==> src/rtl/gray_stamp_pkg.sv <==
// Shared types and code helpers for the Gray timestamp column.
// Assumes counter widths of at most 32 bits.
package gray_stamp_pkg;

    // Lifecycle of one pixel capture cell within a conversion.
    typedef enum logic [1:0] {
        PIX_IDLE  = 2'd0,
        PIX_ARMED = 2'd1,
        PIX_DONE  = 2'd2
    } pix_phase_e;

    // Binary to reflected Gray code.
    function automatic logic [31:0] bin2gray(input logic [31:0] b);
        return b ^ (b >> 1);
    endfunction

endpackage

==> src/rtl/gray_to_bin.sv <==
// Gray to binary converter built as a prefix XOR chain running from the MSB down.
// Purely combinational. Assumes a reflected Gray code input.
module gray_to_bin #(
    parameter int W = 8
) (
    input  logic [W-1:0] gray_i,
    output logic [W-1:0] bin_o
);
    // Top bit passes straight through.
    assign bin_o[W-1] = gray_i[W-1];

    // Each lower bit is the XOR of the bit above it and its own Gray bit.
    for (genvar i = W - 2; i >= 0; i--) begin : g_chain
        assign bin_o[i] = bin_o[i+1] ^ gray_i[i];
    end


    always_comb begin
        conv_inverse_chk: assert ((bin_o ^ (bin_o >> 1)) == gray_i)
            else $error("gray_to_bin: output does not map back to input");
    end
endmodule

==> src/rtl/gray_stamp_counter.sv <==
// Column time counter: a binary step counter with a registered Gray image on the bus.
// One clock edge stands for one half period of the physical dual-edge clock.
// Assumes conv_start is synchronous to clk.
module gray_stamp_counter #(
    parameter int CNT_W = 8
) (
    input  logic             clk,
    input  logic             rst_n,
    input  logic             conv_start_i,
    output logic [CNT_W-1:0] gray_o
);
    import gray_stamp_pkg::*;

    logic [CNT_W-1:0] bin_q, bin_nxt, gray_q;

    // Next step: clear on start, otherwise advance by one.
    always_comb bin_nxt = conv_start_i ? '0 : bin_q + CNT_W'(1);

    // Step register and glitch-free Gray register driving the bus.
    always_ff @(posedge clk) begin
        if (!rst_n) begin
            bin_q  <= '0;
            gray_q <= '0;
        end else begin
            bin_q  <= bin_nxt;
            gray_q <= CNT_W'(bin2gray(32'(bin_nxt)));
        end
    end

    assign gray_o = gray_q;


    one_step_chk: assert property (@(posedge clk) disable iff (!rst_n)
        $past(rst_n) && !$past(conv_start_i) |-> $countones(gray_q ^ $past(gray_q)) == 1);


    clear_chk: assert property (@(posedge clk) disable iff (!rst_n)
        conv_start_i |=> gray_q == '0);


    lsb_rate_chk: assert property (@(posedge clk) disable iff (!rst_n)
        $past(rst_n) && !$past(conv_start_i) && !conv_start_i && gray_q[0] != $past(gray_q[0])
        |=> gray_q[0] == $past(gray_q[0]));
endmodule

==> src/rtl/gray_stamp_pixel.sv <==
// One pixel capture cell. It freezes the Gray bus on the first stop rising edge after a start.
// It also follows the bus MSB to build a ninth bit marking one counter wrap.
// Assumes stop_i has already been brought into the clk domain.
// Assumes the slow mode keeps captures within two counter periods.
module gray_stamp_pixel #(
    parameter int CNT_W = 8
) (
    input  logic             clk,
    input  logic             rst_n,
    input  logic             conv_start_i,
    input  logic             slow_mode_i,
    input  logic             stop_i,
    input  logic [CNT_W-1:0] gray_bus_i,
    output logic             hit_o,
    output logic [CNT_W:0]   code_o
);
    import gray_stamp_pkg::*;

    localparam int MSB = CNT_W - 1;

    pix_phase_e       phase_q;
    logic             stop_q;
    logic             msb_seen_q;
    logic             wrapped_q;
    logic [CNT_W-1:0] cap_gray_q;
    logic             cap_ninth_q;
    logic [CNT_W-1:0] cap_bin;
    logic             stop_edge;
    logic             wrap_now;
    logic             capture;

    assign stop_edge = stop_i & ~stop_q;
    assign wrap_now  = wrapped_q | (msb_seen_q & ~gray_bus_i[MSB]);
    assign capture   = (phase_q == PIX_ARMED) && stop_edge && !conv_start_i;

    // Previous stop level, used to find rising edges.
    always_ff @(posedge clk) begin
        if (!rst_n) stop_q <= 1'b0;
        else        stop_q <= stop_i;
    end

    // Phase: a start arms the cell, the first capture completes it.
    always_ff @(posedge clk) begin
        if (!rst_n)            phase_q <= PIX_IDLE;
        else if (conv_start_i) phase_q <= PIX_ARMED;
        else if (capture)      phase_q <= PIX_DONE;
    end

    // MSB watcher: note the first MSB rise, then its later fall, which is the wrap.
    always_ff @(posedge clk) begin
        if (!rst_n || conv_start_i) begin
            msb_seen_q <= 1'b0;
            wrapped_q  <= 1'b0;
        end else if (phase_q == PIX_ARMED) begin
            msb_seen_q <= msb_seen_q | gray_bus_i[MSB];
            wrapped_q  <= wrap_now;
        end
    end

    // Capture registers: the frozen code and its ninth bit.
    always_ff @(posedge clk) begin
        if (!rst_n) begin
            cap_gray_q  <= '0;
            cap_ninth_q <= 1'b0;
        end else if (capture) begin
            cap_gray_q  <= gray_bus_i;
            cap_ninth_q <= slow_mode_i & wrap_now;
        end
    end

    gray_to_bin #(.W(CNT_W)) u_conv (
        .gray_i (cap_gray_q),
        .bin_o  (cap_bin)
    );

    assign hit_o  = (phase_q == PIX_DONE);
    assign code_o = {cap_ninth_q, cap_bin};


    hit_cause_chk: assert property (@(posedge clk) disable iff (!rst_n)
        $rose(hit_o) |-> $past(stop_i));


    cap_hold_chk: assert property (@(posedge clk) disable iff (!rst_n)
        hit_o && !conv_start_i |=> $stable(cap_gray_q) && $stable(cap_ninth_q));


    start_wins_chk: assert property (@(posedge clk) disable iff (!rst_n)
        conv_start_i |=> !hit_o);


    fast_ninth_chk: assert property (@(posedge clk) disable iff (!rst_n)
        $rose(hit_o) && !$past(slow_mode_i) |-> !cap_ninth_q);


    wrap_sticky_chk: assert property (@(posedge clk) disable iff (!rst_n)
        wrapped_q && !conv_start_i |=> wrapped_q);
endmodule

==> src/rtl/gray_stamp_column.sv <==
// Column top: one Gray time counter broadcasting to NPIX pixel capture cells.
// Assumes all inputs are synchronous to clk. Pixel p result sits in pix_code[p*(CNT_W+1) +: CNT_W+1].
module gray_stamp_column #(
    parameter int CNT_W = 8,
    parameter int NPIX  = 8
) (
    input  logic                      clk,
    input  logic                      rst_n,
    input  logic                      conv_start,
    input  logic                      slow_mode,
    input  logic [NPIX-1:0]           pix_stop,
    output logic [CNT_W-1:0]          gray_bus,
    output logic [NPIX-1:0]           pix_hit,
    output logic [NPIX*(CNT_W+1)-1:0] pix_code
);
    localparam int CODE_W = CNT_W + 1;

    gray_stamp_counter #(.CNT_W(CNT_W)) u_cnt (
        .clk          (clk),
        .rst_n        (rst_n),
        .conv_start_i (conv_start),
        .gray_o       (gray_bus)
    );

    // One capture cell per pixel on the shared bus.
    for (genvar p = 0; p < NPIX; p++) begin : g_pix
        gray_stamp_pixel #(.CNT_W(CNT_W)) u_pix (
            .clk          (clk),
            .rst_n        (rst_n),
            .conv_start_i (conv_start),
            .slow_mode_i  (slow_mode),
            .stop_i       (pix_stop[p]),
            .gray_bus_i   (gray_bus),
            .hit_o        (pix_hit[p]),
            .code_o       (pix_code[p*CODE_W +: CODE_W])
        );
    end


    reset_idle_chk: assert property (@(posedge clk)
        !rst_n |=> gray_bus == '0 && pix_hit == '0);
endmodule

==> config.mk <==
export PLATFORM = sky130hd
export DESIGN_NAME = gray_stamp_column
export DESIGN_NICKNAME = d
export VERILOG_FILES = /design/src/rtl/gray_stamp_pkg.sv /design/src/rtl/gray_to_bin.sv /design/src/rtl/gray_stamp_counter.sv /design/src/rtl/gray_stamp_pixel.sv /design/src/rtl/gray_stamp_column.sv
export SDC_FILE = /design/constraint.sdc
export NUM_CORES = 1
export LEC_CHECK = 0
export BUFFER_PORTS_ARGS = -buffer_cell sky130_fd_sc_hd__buf_4
export CORE_MARGIN = 2
export CORE_UTILIZATION = 31
export DETAILED_ROUTE_END_ITERATION = 12
export PLACE_DENSITY = 0.45
export SYNTH_ARGS = -nofsm -noshare
export SYNTH_HDL_FRONTEND = slang
export SYNTH_SLANG_ARGS = --single-unit
==> constraint.sdc <==
create_clock -name clk -period 3.5 [get_ports clk]
set_input_delay 0.35 -clock clk [delete_from_list [all_inputs] [get_ports clk]]
set_output_delay 0.35 -clock clk [all_outputs]
set_load 0.02 [all_outputs]
==> results of run 1 <==
[metrics by stage]
step           utilization, %  hold WS (ps)
2_1_floorplan               -         429.0
3_3_place_gp            35.50         440.2
3_5_place_dp            35.50         450.3
4_1_cts                 38.60         141.4
5_1_grt                 38.60         145.6
6_report                38.60         160.5
[power by group]
group / total, mW / internal (mW) / switching, mW
Clock: 1.72 / 1.12 / 0.602
Sequential: 1.49 / 1.47 / 0.0194
Combinational: 0.130 / 0.0577 / 0.0725
[worst max-delay path, stage by stage (launching register included)]
cell     delay (ps)
dfxtp_1         320
xnor3_1         450
xnor3_2         440
xor2_2          190
xor2_1          210
buf_4           180
[sequential cells by signal, summed over array words and instances (netlist names)]
signal / flops
g_pix.u_pix.cap_ninth_q: 8
g_pix.u_pix.cap_gray_q: 64
g_pix.u_pix.phase_q: 16
u_cnt.gray_o: 8
g_pix.u_pix.wrapped_q: 8
g_pix.u_pix.stop_q: 8
g_pix.u_pix.msb_seen_q: 8
u_cnt.bin_q: 7
[final timing paths]
kind	from	to	slack, ps
worst max register to register	u_cnt.bin_q[0]	u_cnt.gray_o[5]	1640
worst max-delay path	g_pix[1].u_pix.cap_gray_q[5]	pix_code[9]	950
worst min register to register	g_pix[5].u_pix.msb_seen_q	g_pix[5].u_pix.msb_seen_q	460
worst min-delay path	pix_stop[2]	g_pix[2].u_pix.stop_q	160
[cell families (layout without fill, tap and decap cells)]
family                   Yosys count  count (layout)
AND/OR/NAND/NOR                  168             168
flip-flops                       127             127
buffers and inverters             81             154
XOR/XNOR                          73              73
AO/OA/AOI/OAI                     67              67
multiplexers                      65              65
adder cells (fa/ha/maj)            1               1
[Yosys cell counts (all sizes together) (2+ instances only)]
| cell | instances | share of area, % |
|---|---|---|
| nor2b | 89 | 9.4 |
| or3 | 3 | 0.32 |
| a211o | 2 | 0.30 |
| clkbuf | 23 | 1.5 |
| xnor2 | 22 | 4.2 |
| xnor3 | 13 | 5.1 |
| nand3 | 7 | 0.59 |
| and2 | 8 | 0.85 |
| and4b | 8 | 1.4 |
| nor3 | 2 | 0.17 |
| nor2 | 38 | 2.4 |
| a31oi | 8 | 0.85 |
| o211ai | 9 | 1.1 |
| a21oi | 24 | 2.0 |
| nand2b | 9 | 0.95 |
| inv | 20 | 1.3 |
| o21ai | 13 | 1.1 |
| buf | 38 | 4.2 |
| a21boi | 8 | 1.0 |
| xor2 | 38 | 6.3 |
| dfxtp | 127 | 43 |
| mux2i | 64 | 11 |
[routing by layer]
metal  vias up  part of all wire [%]  track usage [%]
met2        77                    48            23.14
met5         -                     0                0
met3        10                   4.4            4.240
met4         0                  0.99            4.263
li1       2009                     -                -
met1      1857                    47            17.29
[cell type report]
type	instances	area, µm²
clock buffers	26	499.2
clock inverters	6	80.08
multi-input cells	374	2965
repair buffers	102	765.7
inverters	20	75.07
flip-flops and latches	127	2542
well taps	234	292.8
fillers	1856	11480
==> out/metrics.yaml, run 1 <==
post_dp_cell_area_mm2: 0.006641
ys_seq_elements: 127
worstSetupPathType: "reg -> out"
cts_sinks: 127
max_freq_ghz: 0.3914
place_ws_ps: 1343
layout_commonest_cell: "dfxtp_1"
worstSetupStartpointType: "register"
synth_compound_area_share_pct: 6.847
clockBufferDepth: 2
ys_async_sr_fraction_pct: 0
p_leak_nw: 3.059
design.core.area_mm2: 0.01871
maxSlewHeadroom_pct: 38.05
drtIter0Drc: 127
num_rows: 50
finalCritPeriodShare_pct: 73.00
grt_pass1_wl_um: 21380
numPortBuffers: 99
synthMuxAreaShare_pct: 11.01
drive_gt1_share_pct: 22.44
post_cts_buffers: 0
instances_no_fill: 889
cellPowerDensity_mw_per_mm2: 462.0
yosysWarnings: 0
die_y_um: 142.2
vdd_drop_max_mv: 0.3144
min_path_type: "in -> reg"
grt_pass1_vias: 3967
gp_congestion: 0.7486
synth_cells: 582
power_mw: 3.336
cts_hold_buf: 0
cts_tree: "built"
cts-root-buf: "clkbuf_16"
first_pass_iters: 4
finalSetupTns_ps: 0
postCtsResizedCells: 0
setup_viol: 0
cp.required_ps: 3150
ant_nets: 0
drc: 0
htreeDepth: 4
ys.flop_type: "dfxtp_1"
cp_max_fo: 3
vias: 3953
synthSimpleGateAreaFrac_pct: 16.44
skew_ps: 8.834
grt_use_total_pct: 13.90
layout_setup_ws_ps: 945.1
rsz0062_at_grt: "no"
tightestPinTransition_ps: 928.0
max_cap_viol_count: 0
fp.dieArea_mm2: 0.02022
layout_common_cells: "127 x dfxtp_1, 102 x buf_4, 89 x nor2b_1, 64 x mux2i_1, 38 x nor2_1"
diodes: 0
fin_crit_ps: 2555
yosys.area_share.adder_pct: 0.2113
clk_pin_slew_ps: 50
synth_edf_count: 0
synth_top_family_by_area: "simple AND/OR/NAND/NOR gates"
nNetsFinal: 655
fp.dieW_um: 142.2
areaGrowthSynthToFinish_pct: 21.96
placed_cells: 857
initial_core_util_pct: 31.65
grt_overflow: 0
ys_types: 36
ys_seq_area_share_pct: 42.94
viasPerCell: 4.447
status: "completed"
grt_max_degree: 89
synth_fp_nets: 595
r2r_cells: 5
antenna_found_initial: 0
cp-end-kind: "primary output"
hold_path_depth: 2
crit_arrival_ps: 2200
ioPinCount: 100
wirelength_um: 13630
dp_hpwl_um: 9201
clkLatencyLatePin_ps: 410
synth.avg_cell_area_um2: 10.17
synth_xor_area_share_pct: 15.57
design_area_mm2: 0.007221
cts_made_buffers: 17
slew_violations: 0
wl_per_cell_um: 15.34
hold_violations: 0
syn-cell-area_mm2: 0.005921
Power figures use the tool's default switching activity.
==> run 2, diff against run 1 <==
- clock period: 3.5 -> 2.45 ns (I/O delays scaled with it)
==> out/metrics.yaml, run 2 (synthesis gave the netlist of run 1 again) <==
htreeDepth: 4  # unchanged
drtIter0Drc: 160  # +26%
worstSetupPathType: "reg -> out"
design.core.area_mm2: 0.01871  # unchanged
wirelength_um: 13720  # +0.62%
setup_viol: 0  # unchanged
design_area_mm2: 0.007332  # +1.5%
clockBufferDepth: 2  # unchanged
instances_no_fill: 896  # +0.79%
areaGrowthSynthToFinish_pct: 23.84
final-seq-area_mm2: 0.002546  # +0.15%
layout_commonest_cell: "dfxtp_1"
clkLatencyLatePin_ps: 420  # about the same
slew_violations: 0  # unchanged
finalSetupTns_ps: 0  # unchanged
startpoint: "g_pix[7].u_pix.cap_gray_q[5]"
diodes: 0  # unchanged
crit_arrival_ps: 2080  # -120 ps
cellPowerDensity_mw_per_mm2: 667.9  # +45%
first_pass_iters: 4  # unchanged
max_freq_ghz: 0.4292
status: "completed"
nNetsFinal: 662  # +1.1%
largest_reg_flops: 64  # unchanged
rsz0062_at_grt: "no"
p_clk_share_pct: 52.9  # +1.3 points
gp_congestion: 0.7560  # +0.99%
grt_max_degree: 56  # -37%
layout_common_cells: "124 x dfxtp_1, 109 x buf_4, 89 x nor2b_1, 64 x mux2i_1, 38 x nor2_1"
reg2reg_slack_ps: 560  # -1080 ps
drc: 0  # unchanged
dp_hpwl_um: 9398  # +2.1%
fin_crit_ps: 2330
largest_register: "g_pix.u_pix.cap_gray_q"
grt_pass1_vias: 3957  # -0.25%
finalCritPeriodShare_pct: 95.10
multiInputGateArea_mm2: 0.002992  # +0.89%
p_leak_nw: 3.094  # +1.1%
antenna_found_initial: 0  # unchanged
max_cap_viol_count: 0  # unchanged
reg2reg_from: "u_cnt.bin_q[0]"
fillers: 1854  # -0.11%
num_rows: 50  # unchanged
numPortBuffers: 99  # unchanged
tightestPinTransition_ps: 687.6  # -240.4 ps
drive_gt1_share_pct: 25.23  # +2.8 points
die_y_um: 142.2  # unchanged
grt_overflow: 0  # unchanged
cp-end-kind: "primary output"
reg2reg_to: "u_cnt.gray_o[5]"
p_switching_mw: 1.051  # +52%
vias: 4019  # +1.7%
cts_hold_buf: 0  # unchanged
ant_nets: 0  # unchanged
ioPinCount: 100  # unchanged
min-delay-start: "pix_stop[4]"
r2r_cells: 5  # unchanged
cts_tree: "built"
placed_cells: 861  # +0.47%
cts-root-buf: "clkbuf_16"
cp.required_ps: 2200  # -950 ps
grt_pass1_wl_um: 21450  # +0.32%
clk_pin_slew_ps: 60  # about the same
cp_max_fo: 3  # unchanged
worstSetupStartpointType: "register"
grt_use_total_pct: 14.13  # +0.23 points
viasPerCell: 4.485  # +0.88%
cts_sinks: 127  # unchanged
cts_made_buffers: 17  # unchanged
p_int_mw: 3.846  # +46%
fp.dieArea_mm2: 0.02022  # unchanged
wl_per_cell_um: 15.31  # -0.17%
setup.worst_path.end: "pix_code[63]"
post_dp_cell_area_mm2: 0.006671  # +0.45%
swShare_pct: 21.46  # +0.67 points
combPwrFrac_pct: 3.8  # about the same
skew_ps: 8.748  # -0.08610 ps
initial_core_util_pct: 31.65  # unchanged
largestRegisters: "g_pix.u_pix.cap_gray_q: 64 flops, g_pix.u_pix.phase_q: 16 flops"
hold_violations: 0  # unchanged
min_path_type: "in -> reg"
maxSlewHeadroom_pct: 54.12  # +16 points
seqPwrFrac_pct: 43.3  # -1.2 points
fp.dieW_um: 142.2  # unchanged
vdd_drop_max_mv: 0.5594  # +78%
-- run 2: cell types whose count changed in the layout (fill, tap and decap cells not counted), sizes merged --
cell / before / now
clkinv: 4 / 5
clkbuf: 26 / 21
bufinv: 2 / 3
clkinvlp: 0 / 3
buf: 102 / 109
-- run 2: critical path: stages (launching register included) --
cell and delay [ps]:
dfxtp_1 320, xnor3_1 450, xnor3_2 420, xor2_2 170
xor2_1 160, buf_4 160
-- run 2: power groups by stage --
stage	Clock (mW)	Sequential (mW)	Combinational [mW]
final	2.59	2.12	0.188
after global routing	2.76	2.12	0.208
after CTS	2.66	2.12	0.192
after detailed placement	0	2.17	0.191
after global placement	0	2.16	0.188
after floorplan	0	2.15	0.136
-- run 2: worst min path at each step --
stage                           endpoint  cells past startpoint
2_1_floorplan      g_pix[0].u_pix.stop_q                      1
3_3_place_gp   g_pix[4].u_pix.msb_seen_q                      2
3_5_place_dp   g_pix[5].u_pix.msb_seen_q                      2
4_1_cts            g_pix[4].u_pix.stop_q                      2
5_1_grt            g_pix[6].u_pix.stop_q                      2
6_report           g_pix[4].u_pix.stop_q                      2
-- run 2: area by class of cell --
class                           instances  area share [%]
Clock buffer                           21           6.416
Clock inverter                         11           1.877
Tap cell                              234           3.993
Multi-Input combinational cell        374           40.80
Timing Repair Buffer                  109           11.16
Sequential cell                       127           34.73
Inverter                               20           1.024
-- run 2: routing by layer --
metal / wire, µm / GRT usage, %
met4: 150 / 4.579
met3: 618 / 4.576
met2: 6268 / 22.76
met1: 6679 / 17.95
met5: 0 / 0
-- run 2: what timing repair did --
item,4_1_cts,5_1_grt
gates resized for setup,1,8
setup buffers,0,3
pin swaps,1,7
endpoints found under the setup margin,2,7
-- run 2: metrics by stage --
stage / util (%) / hold WS (ps) / power, mW / setup slack [ps]
2_1_floorplan: - / 366.7 / 2.288 / 194.0
3_3_place_gp: 35.67 / 439.5 / 2.353 / 421.3
3_5_place_dp: 35.67 / 452.3 / 2.356 / 409.0
4_1_cts: 38.96 / 25.01 / 4.970 / 5.979
5_1_grt: 39.20 / 30.57 / 5.086 / 2.590
6_report: 39.20 / 49.79 / 4.897 / 120.0
